**src/rtl/osc_ctl_pkg.sv**
```systemverilog
package osc_ctl_pkg;

  parameter int unsigned CTL_EN_BIT = 1;

  typedef enum logic [1:0] {
    MM_BYPASS = 2'b00,
    MM_X2     = 2'b01,
    MM_X4     = 2'b10
  } mult_mode_e;

  // Strap decode; reserved code 10 falls back to bypass.
  function automatic mult_mode_e strap_to_mode(input logic [1:0] strap);
    case (strap)
      2'b11:   return MM_X2;
      2'b01:   return MM_X4;
      default: return MM_BYPASS;
    endcase
  endfunction

  // Unlock test for the protection key.
  function automatic logic key_open(input logic [7:0] key, input logic [7:0] magic);
    return key == magic;
  endfunction

endpackage

```
**src/rtl/osc_key_guard.sv**
```systemverilog
module osc_key_guard
  import osc_ctl_pkg::*;
#(
  parameter int unsigned DW  = 8,
  parameter logic [DW-1:0] KEY = 8'h96
) (
  input  logic          clk,
  input  logic          rst_n,
  input  logic          bus_wr,
  input  logic          bus_addr,
  input  logic [DW-1:0] bus_wdata,
  input  logic          cpu_src_hs,
  output logic [DW-1:0] key_q,
  output logic          en_q,
  output logic          wr_accept,
  output logic          wr_drop_lock,
  output logic          wr_drop_busy
);

  logic wr_ctl;
  logic unlocked;
  logic want_on;

  assign wr_ctl       = bus_wr && !bus_addr;
  assign unlocked     = key_open(key_q, KEY);
  assign want_on      = bus_wdata[CTL_EN_BIT];
  assign wr_drop_lock = wr_ctl && !unlocked;
  assign wr_drop_busy = wr_ctl && unlocked && !want_on && cpu_src_hs;
  assign wr_accept    = wr_ctl && unlocked && !wr_drop_busy;

  always_ff @(posedge clk or negedge rst_n) begin
    if (!rst_n) begin
      key_q <= '0;
    end else if (bus_wr && bus_addr) begin
      key_q <= bus_wdata;
    end
  end

  always_ff @(posedge clk or negedge rst_n) begin
    if (!rst_n) begin
      en_q <= 1'b1;
    end else if (wr_accept) begin
      en_q <= want_on;
    end
  end

endmodule

```
**src/rtl/osc_stab_timer.sv**
```systemverilog
module osc_stab_timer #(
  parameter int unsigned STAB_CYCLES = 64
) (
  input  logic clk,
  input  logic rst_n,
  input  logic run,
  output logic ready
);

  localparam int unsigned CNT_W = (STAB_CYCLES < 1) ? 1 : $clog2(STAB_CYCLES + 1);
  localparam logic [CNT_W-1:0] LIMIT = CNT_W'(STAB_CYCLES);

  logic [CNT_W-1:0] cnt_q;
  logic             done;

  assign done  = (cnt_q == LIMIT);
  assign ready = run && done;

  always_ff @(posedge clk or negedge rst_n) begin
    if (!rst_n) begin
      cnt_q <= '0;
    end else if (!run) begin
      cnt_q <= '0;
    end else if (!done) begin
      cnt_q <= cnt_q + 1'b1;
    end
  end

endmodule

```
**src/rtl/osc_mult_decode.sv**
```systemverilog
module osc_mult_decode
  import osc_ctl_pkg::*;
(
  input  logic [1:0] strap,
  output logic [1:0] mode
);

  mult_mode_e mode_e;

  always_comb begin
    mode_e = strap_to_mode(strap);
    mode   = mode_e;
  end

endmodule

```
**src/rtl/osc_enable_ctrl.sv**
```systemverilog
module osc_enable_ctrl
  import osc_ctl_pkg::*;
#(
  parameter int unsigned   DW          = 8,
  parameter logic [DW-1:0] KEY         = 8'h96,
  parameter int unsigned   STAB_CYCLES = 64
) (
  input  logic          clk,
  input  logic          rst_n,
  input  logic          bus_wr,
  input  logic          bus_addr,
  input  logic [DW-1:0] bus_wdata,
  output logic [DW-1:0] bus_rdata,
  input  logic          cpu_src_hs,
  input  logic          sleep_req,
  input  logic [1:0]    pll_strap,
  output logic          osc_on,
  output logic          clk_ready,
  output logic [1:0]    mult_mode
);

  logic [DW-1:0] key_q;
  logic          en_q;
  logic          sleep_q;
  logic          wr_accept;
  logic          wr_drop_lock;
  logic          wr_drop_busy;
  logic [DW-1:0] ctl_view;

  osc_key_guard #(.DW(DW), .KEY(KEY)) u_guard (
    .clk          (clk),
    .rst_n        (rst_n),
    .bus_wr       (bus_wr),
    .bus_addr     (bus_addr),
    .bus_wdata    (bus_wdata),
    .cpu_src_hs   (cpu_src_hs),
    .key_q        (key_q),
    .en_q         (en_q),
    .wr_accept    (wr_accept),
    .wr_drop_lock (wr_drop_lock),
    .wr_drop_busy (wr_drop_busy)
  );

  always_ff @(posedge clk or negedge rst_n) begin
    if (!rst_n) begin
      sleep_q <= 1'b0;
    end else begin
      sleep_q <= sleep_req;
    end
  end

  assign osc_on = en_q && !sleep_q;

  osc_stab_timer #(.STAB_CYCLES(STAB_CYCLES)) u_timer (
    .clk   (clk),
    .rst_n (rst_n),
    .run   (osc_on),
    .ready (clk_ready)
  );

  osc_mult_decode u_dec (
    .strap (pll_strap),
    .mode  (mult_mode)
  );

  always_comb begin
    ctl_view             = '0;
    ctl_view[CTL_EN_BIT] = en_q;
  end

  assign bus_rdata = bus_addr ? key_q : ctl_view;

endmodule

```
**config.mk**
```make
export PLATFORM = sky130hd
export DESIGN_NAME = osc_enable_ctrl
export DESIGN_NICKNAME = d
export VERILOG_FILES = /design/src/rtl/osc_ctl_pkg.sv /design/src/rtl/osc_key_guard.sv /design/src/rtl/osc_stab_timer.sv /design/src/rtl/osc_mult_decode.sv /design/src/rtl/osc_enable_ctrl.sv
export SDC_FILE = /design/constraint.sdc
export NUM_CORES = 1
export LEC_CHECK = 0
export BUFFER_PORTS_ARGS = -buffer_cell sky130_fd_sc_hd__buf_2
export CORE_MARGIN = 2
export CORE_UTILIZATION = 35
export DETAILED_ROUTE_END_ITERATION = 7
export PLACE_DENSITY = 0.59
export SLEW_MARGIN = 30
export SYNTH_ARGS = -nofsm -noshare
export SYNTH_HDL_FRONTEND = slang
export SYNTH_SLANG_ARGS = --single-unit
```
**constraint.sdc**
```tcl
create_clock -name clk -period 2 [get_ports clk]
set_input_delay 0.5 -clock clk [delete_from_list [all_inputs] [get_ports clk]]
set_output_delay 0.5 -clock clk [all_outputs]
set_load 0.05 [all_outputs]
```
# Word level (Yosys, flattened, before mapping)
# Index checks and enable logic that the tools add are counted.
# word_totals
ff_bits	17
in_bits	16
out_inout_bits	12
wordCells	26
# op_classes
add_sub_neg	1
n_eq_ne	5
muxes	4
n_reduce_logical	12
# ops
op	count
7-bit 2-to-1 mux	2
8-bit equality test (second input constant)	1
1-bit logical AND	8
8-bit 2-to-1 mux	1
7-bit by 1-bit adder with 7-bit output (second input constant)	1
7-bit equality test (second input constant)	1
1-bit zero test	4
2-bit case mux with 2 select lines	1
2-bit by 1-bit equality test with 1-bit output (second input constant)	1
2-bit equality test (second input constant)	1
2-bit != test (second input constant)	1

# Logic depth before layout (Yosys ltp)
# Gate-level depths: netlist (run 1).
# depth
ltp_word	7
ltp_mapped	5
mapped_depth_nobuf	5

# Hierarchy
# A second synthesis (run 1) with hierarchy kept.
# unflattened
cells_unflattened	82
hier_area_um2	927.1
# modules_own_cells
module	instances	cells_per_inst	area_per_inst_um2	seq_area_each_um2
osc_key_guard	1	29	425.4	226.5
osc_stab_timer	1	41	386.6	175.2
osc_enable_ctrl	1	10	98.8	25.0
osc_mult_decode	1	2	16.3	0.0

# Least setup slack after synthesis (run 1)
# OpenSTA, ideal clock, no wires.
# synth_timing
path_kind	register to output
startpoint	register u_timer.cnt_q[0]
endpoint	output port clk_ready
arrival_ns	2.164
required_ns	1.500
setup_slack_ns	-0.664
stages_incl_launch_ff	5
path_buffers	0
cell_sequence	dfrtp_1 > inv_1 > ha_1 > or4b_1 > nor3_1
# synth_via
elab_chain_len	2
# synth_lines
item	line_no	text
start, declared	osc_stab_timer.sv:13	logic [CNT_W-1:0] cnt_q;
start signal, assigned	osc_stab_timer.sv:25	cnt_q <= cnt_q + 1'b1;
7-bit equality test	osc_stab_timer.sv:16	assign done = (cnt_q == LIMIT);
1-bit logical AND	osc_stab_timer.sv:17	assign ready = run && done;
end, declared	osc_enable_ctrl.sv:18	output logic clk_ready,
# No other way between the ends.

# Worst setup path after layout (run 1)
# layout_timing
startpoint	register u_timer.cnt_q[1]
endpoint	output port clk_ready
# The elaborated chain is that of the path after synthesis.

==> results of run 1 <==
[per-layer routing]
layer | vias to the layer above | share of wire [%] | global-route usage (%)
met5 | - | 0 | 0
met4 | 0 | 0 | 1.282
met3 | 0 | 8.4 | 5.833
met2 | 28 | 48 | 24.19
met1 | 338 | 43 | 16.20
li1 | 355 | - | -
[state kept, by name, indices dropped and copies added, names as in the netlist]
register	count
sleep_q	1
u_guard.en_q	1
u_guard.key_q	8
u_timer.cnt_q	7
[synth_stat cells, types with 3 or more instances]
library cell   n  area share, %
dfrtp_1       16             46
and2_1         8            5.8
mux2_2         8             10
nor3_1         5            2.9
a21oi_1        4            2.3
inv_1          4            1.7
nand2_1        4            1.7
nand3_1        4            2.3
o21ai_0        4            2.3
nand2b_1       3            2.2
[power by group]
part           switching (µW)  internal, µW  total [µW]  leakage (µW)
logic                     107          62.2         170      0.000311
clock network             109          74.4         183     0.0000177
registers                16.8           370         387      0.000214
[layout make-up]
cell class | instances | area, µm² | share of cell area [%]
inverter | 4 | 15.01 | 1.303
tap | 30 | 37.54 | 3.257
clock inverter | 1 | 5.005 | 0.4343
multi-input combinational | 57 | 436.7 | 37.89
sequential | 17 | 426.7 | 37.02
clock buffer | 3 | 22.52 | 1.954
timing repair buffer | 36 | 209.0 | 18.13
[worst max-delay path by stage]
stage	startpoint	to	slack [ps]	cells past startpoint
2_1_floorplan	u_timer.cnt_q[0]	clk_ready	-70	4
3_3_place_gp	u_timer.cnt_q[0]	clk_ready	20	5
3_5_place_dp	u_timer.cnt_q[0]	clk_ready	30	5
6_report	u_timer.cnt_q[1]	clk_ready	-240	5
4_1_cts	u_timer.cnt_q[0]	clk_ready	-200	5
5_1_grt	u_timer.cnt_q[0]	clk_ready	-320	5
[repair_timing]
item | in CTS | in global routing
endpoints found under the hold margin | 0 | 0
pin swaps | 0 | 2
setup endpoints to repair | 1 | 1
buffers inserted | 1 | 1
resized for setup | 3 | 4
[critical path, cell delays in order (launching register included)]
cell,delay [ps]
dfrtp_1,400
inv_2,80
ha_4,130
or4b_4,480
nor3_4,180
buf_6,180
[metrics by stage]
stage               setup TNS [ps]  util (%)
finish                      -237.5     47.82
CTS                         -199.5     46.99
floorplan                   -68.41         -
global route                -319.5     47.82
global placement                 0     45.12
detailed placement               0     45.12
[kinds of logic after synthesis]
logic type,Yosys count
mux,8
flops,17
fa+ha+maj,2
buf+inv,6
xor+xnor,3
simple gates,34
compound gates,10
==> run metrics, run 1 <==
status finished with violations; failing checks negative setup slack; Area growth syn-to-layout 33.09%; Clock transition at path regs 100 ps; CP Class register to output pin; hold buffer count at CTS 0; I/O pins 28; final count of hold timing violations 0; EDFF count, synth 0; Critical Path Source Type register; largest family of logic cells by synthesized area simple AND/OR/NAND/NOR gates; class of the worst hold path input port to asynchronous set/reset pin; routed len/inst 12.01 µm; share of cells above drive strength 1 47.46%; Die H 53.74 µm; setup ws final -237.5 ps; antenna violations before repair 0; Reg2Reg Setup Slack 290 ps; Fillers 227; routability cong. 0.8047; Finish-stage setup viols 1; worst-skew pair later-pin latency 290 ps; worst-path fanout max 2; reg-to-reg critical path endpoint u_timer.cnt_q[1]; cell count after synthesis 80; Synth Area in Adders 2.890%; flops & latches, synth 17; gr ovfl total 0; FF-to-FF path depth 7; via count 721; Max-Cap Viols 0; core area 2410 µm²; mux contribution to synthesized area 10.40%; Pre-Repair DR Iteration Count 4; TritonCTS buffer count 3; skew final 0.9855 ps; minimum clock period 2238 ps; Layout Nets 137; worst vdd ir 398.3 µV; final period utilization 111.9%; initial detailed-routing violation count 7; DP Area 1087 µm²; first-pass GRT wire length 2835 µm; Post-synth ARST share 100.0%; Achievable Freq 0.4469 GHz; Worst Path Required 1500 ps; Final Power 740.0 µW; crit path DAT 1740 ps; post-synthesis compound-gate area fraction 7.514%; WHS 108.8 ps; reg2reg start u_timer.cnt_q[1]; largest net degree at the start of global routing 18; port bufs 27; Ys Warns 0; final instance area 1152 µm²; die width 53.74 µm; vias in the first global route 682; H-tree Lvls 1; post-synthesis simple-gate area fraction 23.41%; drc violations 0; P_leak 0.0005430 µW; Longest Clk Path Bufs 2; Cell Rows 18; Synthesized Nets 98; mean area per synthesized cell 10.82 µm²; power density cells 642.2 nW/µm²; count of cell types in the netlist 25; Seq/Total Area, Yosys 49.28%; most common cell after layout, fill and taps aside buf_2; Post-synth top flop dfrtp_1; most frequent cells in the layout 26 x buf_2, 16 x dfrtp_1, 9 x buf_4; post-synthesis xor/xnor area fraction 3.035%; RSZ-0062 raised after global routing true; CTS tree yes; worst-margin pin slew 363.2 ps; Final Non-Filler Cells 148; Rel. slew slack 75.45%; root buffer cell clkbuf_4; pre-CTS setup slack 28.63 ps; via/cell ratio 4.872; DPL Wire Length 1277 µm; clock sink count 17; Starting Density 35.93%; wirelength, routed 1777 µm; ANT cells 0; Crit. End Element output pin; total global-route track usage 13.82%; Slew Limit Fails 0; Antenna Violating Nets Remaining 0; Mapped Area 865.8 µm²; Die Area 2887 µm²; placed insts 142
No activity file was read; power rests on OpenSTA's default activity.
==> run 2, diff against run 1 <==
--- a/config.mk
+++ b/config.mk
@@ -5,12 +5,11 @@
 export SDC_FILE = /design/constraint.sdc
 export NUM_CORES = 1
 export LEC_CHECK = 0
-export BUFFER_PORTS_ARGS = -buffer_cell sky130_fd_sc_hd__buf_2
-export CORE_MARGIN = 2
 export CORE_UTILIZATION = 35
 export DETAILED_ROUTE_END_ITERATION = 7
-export PLACE_DENSITY = 0.59
-export SLEW_MARGIN = 30
+export DONT_BUFFER_PORTS = 1
+export PLACE_DENSITY = 0.49
+export SLEW_MARGIN = 20
 export SYNTH_ARGS = -nofsm -noshare
 export SYNTH_HDL_FRONTEND = slang
 export SYNTH_SLANG_ARGS = --single-unit
==> run metrics, run 2 (synthesis gave the netlist of run 1 again) <==
status finished with violations; failing checks negative setup slack; total global-route track usage 12.65%; Rel. slew slack 49.63%; worst vdd ir 348.9 µV; share of cells above drive strength 1 28.26%; FF-to-FF path depth 6; routability cong. 0.7988; I/O pins 28; Starting Density 38.04%; Max-Cap Viols 0; RSZ-0062 raised after global routing true; CP cell instances inv_2 > ha_1 > or4b_4 > nor3_4 > buf_12; postcts setup bufs 0; ANT cells 0; vias in the first global route 542; reg2reg start u_timer.cnt_q[0]; final period utilization 109.8%; Reg2Reg Setup Slack 420 ps; Largest regs u_guard.key_q: 8 flops, u_timer.cnt_q: 7 flops; P_leak 0.0004313 µW; WHS 39.08 ps; Fillers 214; crit path DAT 1700 ps; Die Area 2677 µm²; Power Internal 488.8 µW; max reg flops 8; worst-margin pin slew 753.0 ps; Layout Nets 111; CP Class register to output pin; Area growth syn-to-layout 17.49%; Critical Path Source Type register; area of the multi-input gates 424.2 µm²; first-pass GRT wire length 2435 µm; reg-to-reg critical path endpoint u_timer.cnt_q[1]; port bufs 0; clock sink count 17; Longest Clk Path Bufs 2; most common cell after layout, fill and taps aside dfrtp_1; via/cell ratio 5.100; die width 51.74 µm; wirelength, routed 1596 µm; root buffer cell clkbuf_4; class of the worst hold path input port to asynchronous set/reset pin; Cell Rows 17; largest register by flop count u_guard.key_q; antenna violations before repair 0; power density cells 697.8 nW/µm²; Pre-Repair DR Iteration Count 1; DPL Wire Length 1223 µm; worst-skew pair later-pin latency 290 ps; Die H 51.74 µm; Finish-stage setup viols 1; net load switching power 221.0 µW; most frequent cells in the layout 16 x dfrtp_1, 8 x and2_1, 8 x mux2_2, 8 x buf_4; Flop pwr share 54.5%; gr ovfl total 0; Clock transition at path regs 100 ps; routed len/inst 13.30 µm; initial detailed-routing violation count 0; core area 2276 µm²; Worst Path Required 1500 ps; largest net degree at the start of global routing 17; final count of hold timing violations 0; CTS tree yes; Clk pwr share 25.8%; placed insts 115; H-tree Lvls 1; Achievable Freq 0.4552 GHz; TritonCTS buffer count 3; minimum clock period 2197 ps; Sw Ratio 31.13%; Crit. End Element output pin; worst-path fanout max 2; Antenna Violating Nets Remaining 0; via count 612; drc violations 0; Final Non-Filler Cells 120; area occupied by registers 426.7 µm²; CP max stage cell or4b_4; Slew Limit Fails 0; skew final 5.835 ps; setup ws final -196.9 ps; CP max stage delay 490 ps; Setup TNS -196.9 ps; combinational share of power 19.7%
==> run 2: timing repair <==
action / in CTS / in global routing
setup endpoints to repair: 1 / 1
hold buffers: 1 / 0
endpoints found under the hold margin: 16 / 0
gates resized for setup: 2 / 0
==> run 2: worst max path at each step <==
stage,start,to,slack [ps]
final,u_timer.cnt_q[0],clk_ready,-200
after global routing,u_timer.cnt_q[0],clk_ready,-270
after CTS,u_timer.cnt_q[0],clk_ready,-210
after detailed placement,u_timer.cnt_q[0],clk_ready,60
after global placement,u_timer.cnt_q[0],clk_ready,80
after floorplan,u_timer.cnt_q[0],clk_ready,-70
==> run 2: final cells by class <==
| cell class | instances | share of cell area, % |
|---|---|---|
| tap | 28 | 3.444 |
| timing repair buffer | 10 | 8.856 |
| multi-input combinational | 57 | 41.70 |
| clock buffer | 4 | 2.583 |
| sequential | 17 | 41.94 |
| inverter | 4 | 1.476 |
==> run 2: power groups by stage <==
stage               Sequential (µW)  Clock [µW]  Combinational (µW)
CTS                             387         192                 142
global route                    390         209                 147
global placement                392           0                 132
floorplan                       388           0                 125
detailed placement              394           0                 133
finish                          387         183                 140
==> run 2: worst max-delay path: cells and delay by family, from the launching register on <==
| family | cells | cell delay, ps |
|---|---|---|
| buf+inv | 2 | 220 |
| fa+ha+maj | 1 | 150 |
| simple gates | 2 | 650 |
| flops | 1 | 400 |
==> run 2: metal layers <==
layer	part of all wire [%]	vias up	track usage, %
li1	-	301	-
met1	46	289	15.78
met2	47	20	20.56
met3	5.1	2	2.924
met4	1.1	0	5.856
met5	0	-	0
==> run 2: stage by stage <==
stage / setup WS, ps / total power, µW / cell area (µm²) / util (%)
global route: -271.5 / 746.3 / 1017 / 44.69
global placement: 79.81 / 524.1 / 977.2 / 42.94
floorplan: -68.41 / 513.9 / 877.1 / -
detailed placement: 61.95 / 527.1 / 977.2 / 42.94
finish: -196.9 / 709.8 / 1017 / 44.69
CTS: -210.4 / 721.2 / 1017 / 44.69
==> run 3, diff against run 2 <==
--- a/config.mk
+++ b/config.mk
@@ -9,7 +9,8 @@
 export DETAILED_ROUTE_END_ITERATION = 7
 export DONT_BUFFER_PORTS = 1
 export PLACE_DENSITY = 0.49
-export SLEW_MARGIN = 20
+export SETUP_SLACK_MARGIN = 0.1
+export SLEW_MARGIN = 15
 export SYNTH_ARGS = -nofsm -noshare
 export SYNTH_HDL_FRONTEND = slang
 export SYNTH_SLANG_ARGS = --single-unit
==> constraint.sdc (replaced) <==
create_clock -name clk -period 2.3 [get_ports clk]
set_input_delay 0.575 -clock clk [delete_from_list [all_inputs] [get_ports clk]]
set_output_delay 0.575 -clock clk [all_outputs]
set_load 0.05 [all_outputs]
==> run metrics, run 3 (synthesis gave the netlist of run 1 again) <==
class of the worst hold path input port to asynchronous set/reset pin; largest net degree at the start of global routing 17; Starting Density 38.04%; DP Area 924.6 µm²; Pre-Repair DR Iteration Count 4; total global-route track usage 14.42%; vias in the first global route 573; Finish-stage setup viols 1; ANT cells 0; via count 598; share of cells above drive strength 1 25.29%; TritonCTS buffer count 3; most frequent cells in the layout 16 x dfrtp_1, 8 x and2_1, 8 x mux2_2; first-pass GRT wire length 2635 µm; CP max stage delay 510 ps; Area growth syn-to-layout 13.29%; port bufs 0; via/cell ratio 5.200; Sw Ratio 32.07%; DPL Wire Length 1147 µm; power density cells 632.6 nW/µm²; gr ovfl total 0; largest register by flop count u_guard.key_q; Antenna Violating Nets Remaining 0; Achievable Freq 0.4289 GHz; RSZ-0062 raised after global routing true; setup ws final -31.36 ps; I/O pins 28; root buffer cell clkbuf_4; crit path DAT 1760 ps; Power Internal 421.5 µW; combinational share of power 19.4%; die width 51.74 µm; initial detailed-routing violation count 2; Crit. End Element output pin; Critical Path Source Type register; Flop pwr share 54.2%; final instance area 980.9 µm²; Die H 51.74 µm; antenna violations before repair 0; Worst Path Required 1730 ps; Rel. slew slack 51.90%; CP cell instances inv_2 > ha_1 > or4b_4 > nor3_4 > buf_12; Longest Clk Path Bufs 2; Largest regs u_guard.key_q: 8 flops, u_timer.cnt_q: 7 flops; max reg flops 8; status finished with violations; Layout Nets 106; Die Area 2677 µm²; skew final 4.815 ps; worst vdd ir 402.7 µV; CP Class register to output pin; H-tree Lvls 1; clock sink count 17; minimum clock period 2331 ps; Clock transition at path regs 110 ps; Slew Limit Fails 0; routability cong. 0.7737; Fillers 229; drc violations 0; worst-path fanout max 4; CTS tree yes; wirelength, routed 1620 µm; worst-margin pin slew 719.1 ps; failing checks negative setup slack; Cell Rows 17; net load switching power 199.0 µW; worst-skew pair later-pin latency 290 ps; P_leak 0.0004080 µW; final period utilization 101.4%; FF-to-FF path depth 5; Clk pwr share 26.5%; core area 2276 µm²; routed len/inst 14.09 µm; most common cell after layout, fill and taps aside dfrtp_1; Max-Cap Viols 0; CP max stage cell or4b_4; final count of hold timing violations 0; pre-CTS setup slack 173.8 ps
run 3: cell types whose count changed in the layout (fill, tap and decap cells not counted):
cell and delta:
clkinv_2 +1, buf_4 -5, clkbuf_1 -1
run 3: routing by layer:
metal	global-route usage (%)	share of wire, %
met5	0	0
met4	5.405	0.99
met3	6.725	6.8
met2	24.46	50
met1	15.53	42
run 3: repair_timing:
action	in CTS	in global routing
resized for setup	2	0
endpoints found under the setup margin	1	1
endpoints found under the hold margin	16	0
buffers inserted	2	0
hold buffers	1	0
run 3: final timing paths:
kind / start / endpoint / slack [ps]
min reg2reg: u_guard.en_q / u_guard.en_q / 500
min in group clk: sleep_req / sleep_q / 300
max reg2reg: u_timer.cnt_q[0] / u_timer.cnt_q[1] / 780
min: rst_n / u_guard.en_q / 110
max in group asynchronous: rst_n / u_timer.cnt_q[1] / 1080
max: u_timer.cnt_q[0] / clk_ready / -30
run 3: power by group through the flow:
| stage | sequential, µW | combinational, µW | clock, µW |
|---|---|---|---|
| 6_report | 336 | 120 | 164 |
| 5_1_grt | 340 | 128 | 194 |
| 4_1_cts | 337 | 122 | 176 |
| 3_5_place_dp | 343 | 113 | 0 |
| 3_3_place_gp | 341 | 113 | 0 |
| 2_1_floorplan | 338 | 109 | 0 |
run 3: final cells by class:
type	instances	area (µm²)	area share, %
sequential	17	426.7	43.49
clock inverter	1	5.005	0.5102
clock buffer	3	22.52	2.296
inverter	4	15.01	1.531
multi-input combinational	57	424.2	43.24
tap	28	35.03	3.571
timing repair buffer	5	52.55	5.357
run 3: through the flow:
step                      hold WS (ps)  utilization (%)  total power, µW  cells  setup TNS [ps]
after floorplan                  279.4                -            446.9     80               0
after global placement           279.8            40.63            454.2    108               0
after detailed placement         279.8            40.63            456.6    108               0
after CTS                        88.47            43.10            635.3    115          -31.41
after global routing             66.53            43.10            661.8    115          -124.1
final                            105.8            43.10            620.5    115          -31.36
run 3: worst max-delay path: cells and delay by family (launching register included):
family                     cells  cell delay, ps
adders and majority gates      1             160
buffers and inverters          2             220
DFF                            1             410
and+or+nand+nor                2             680
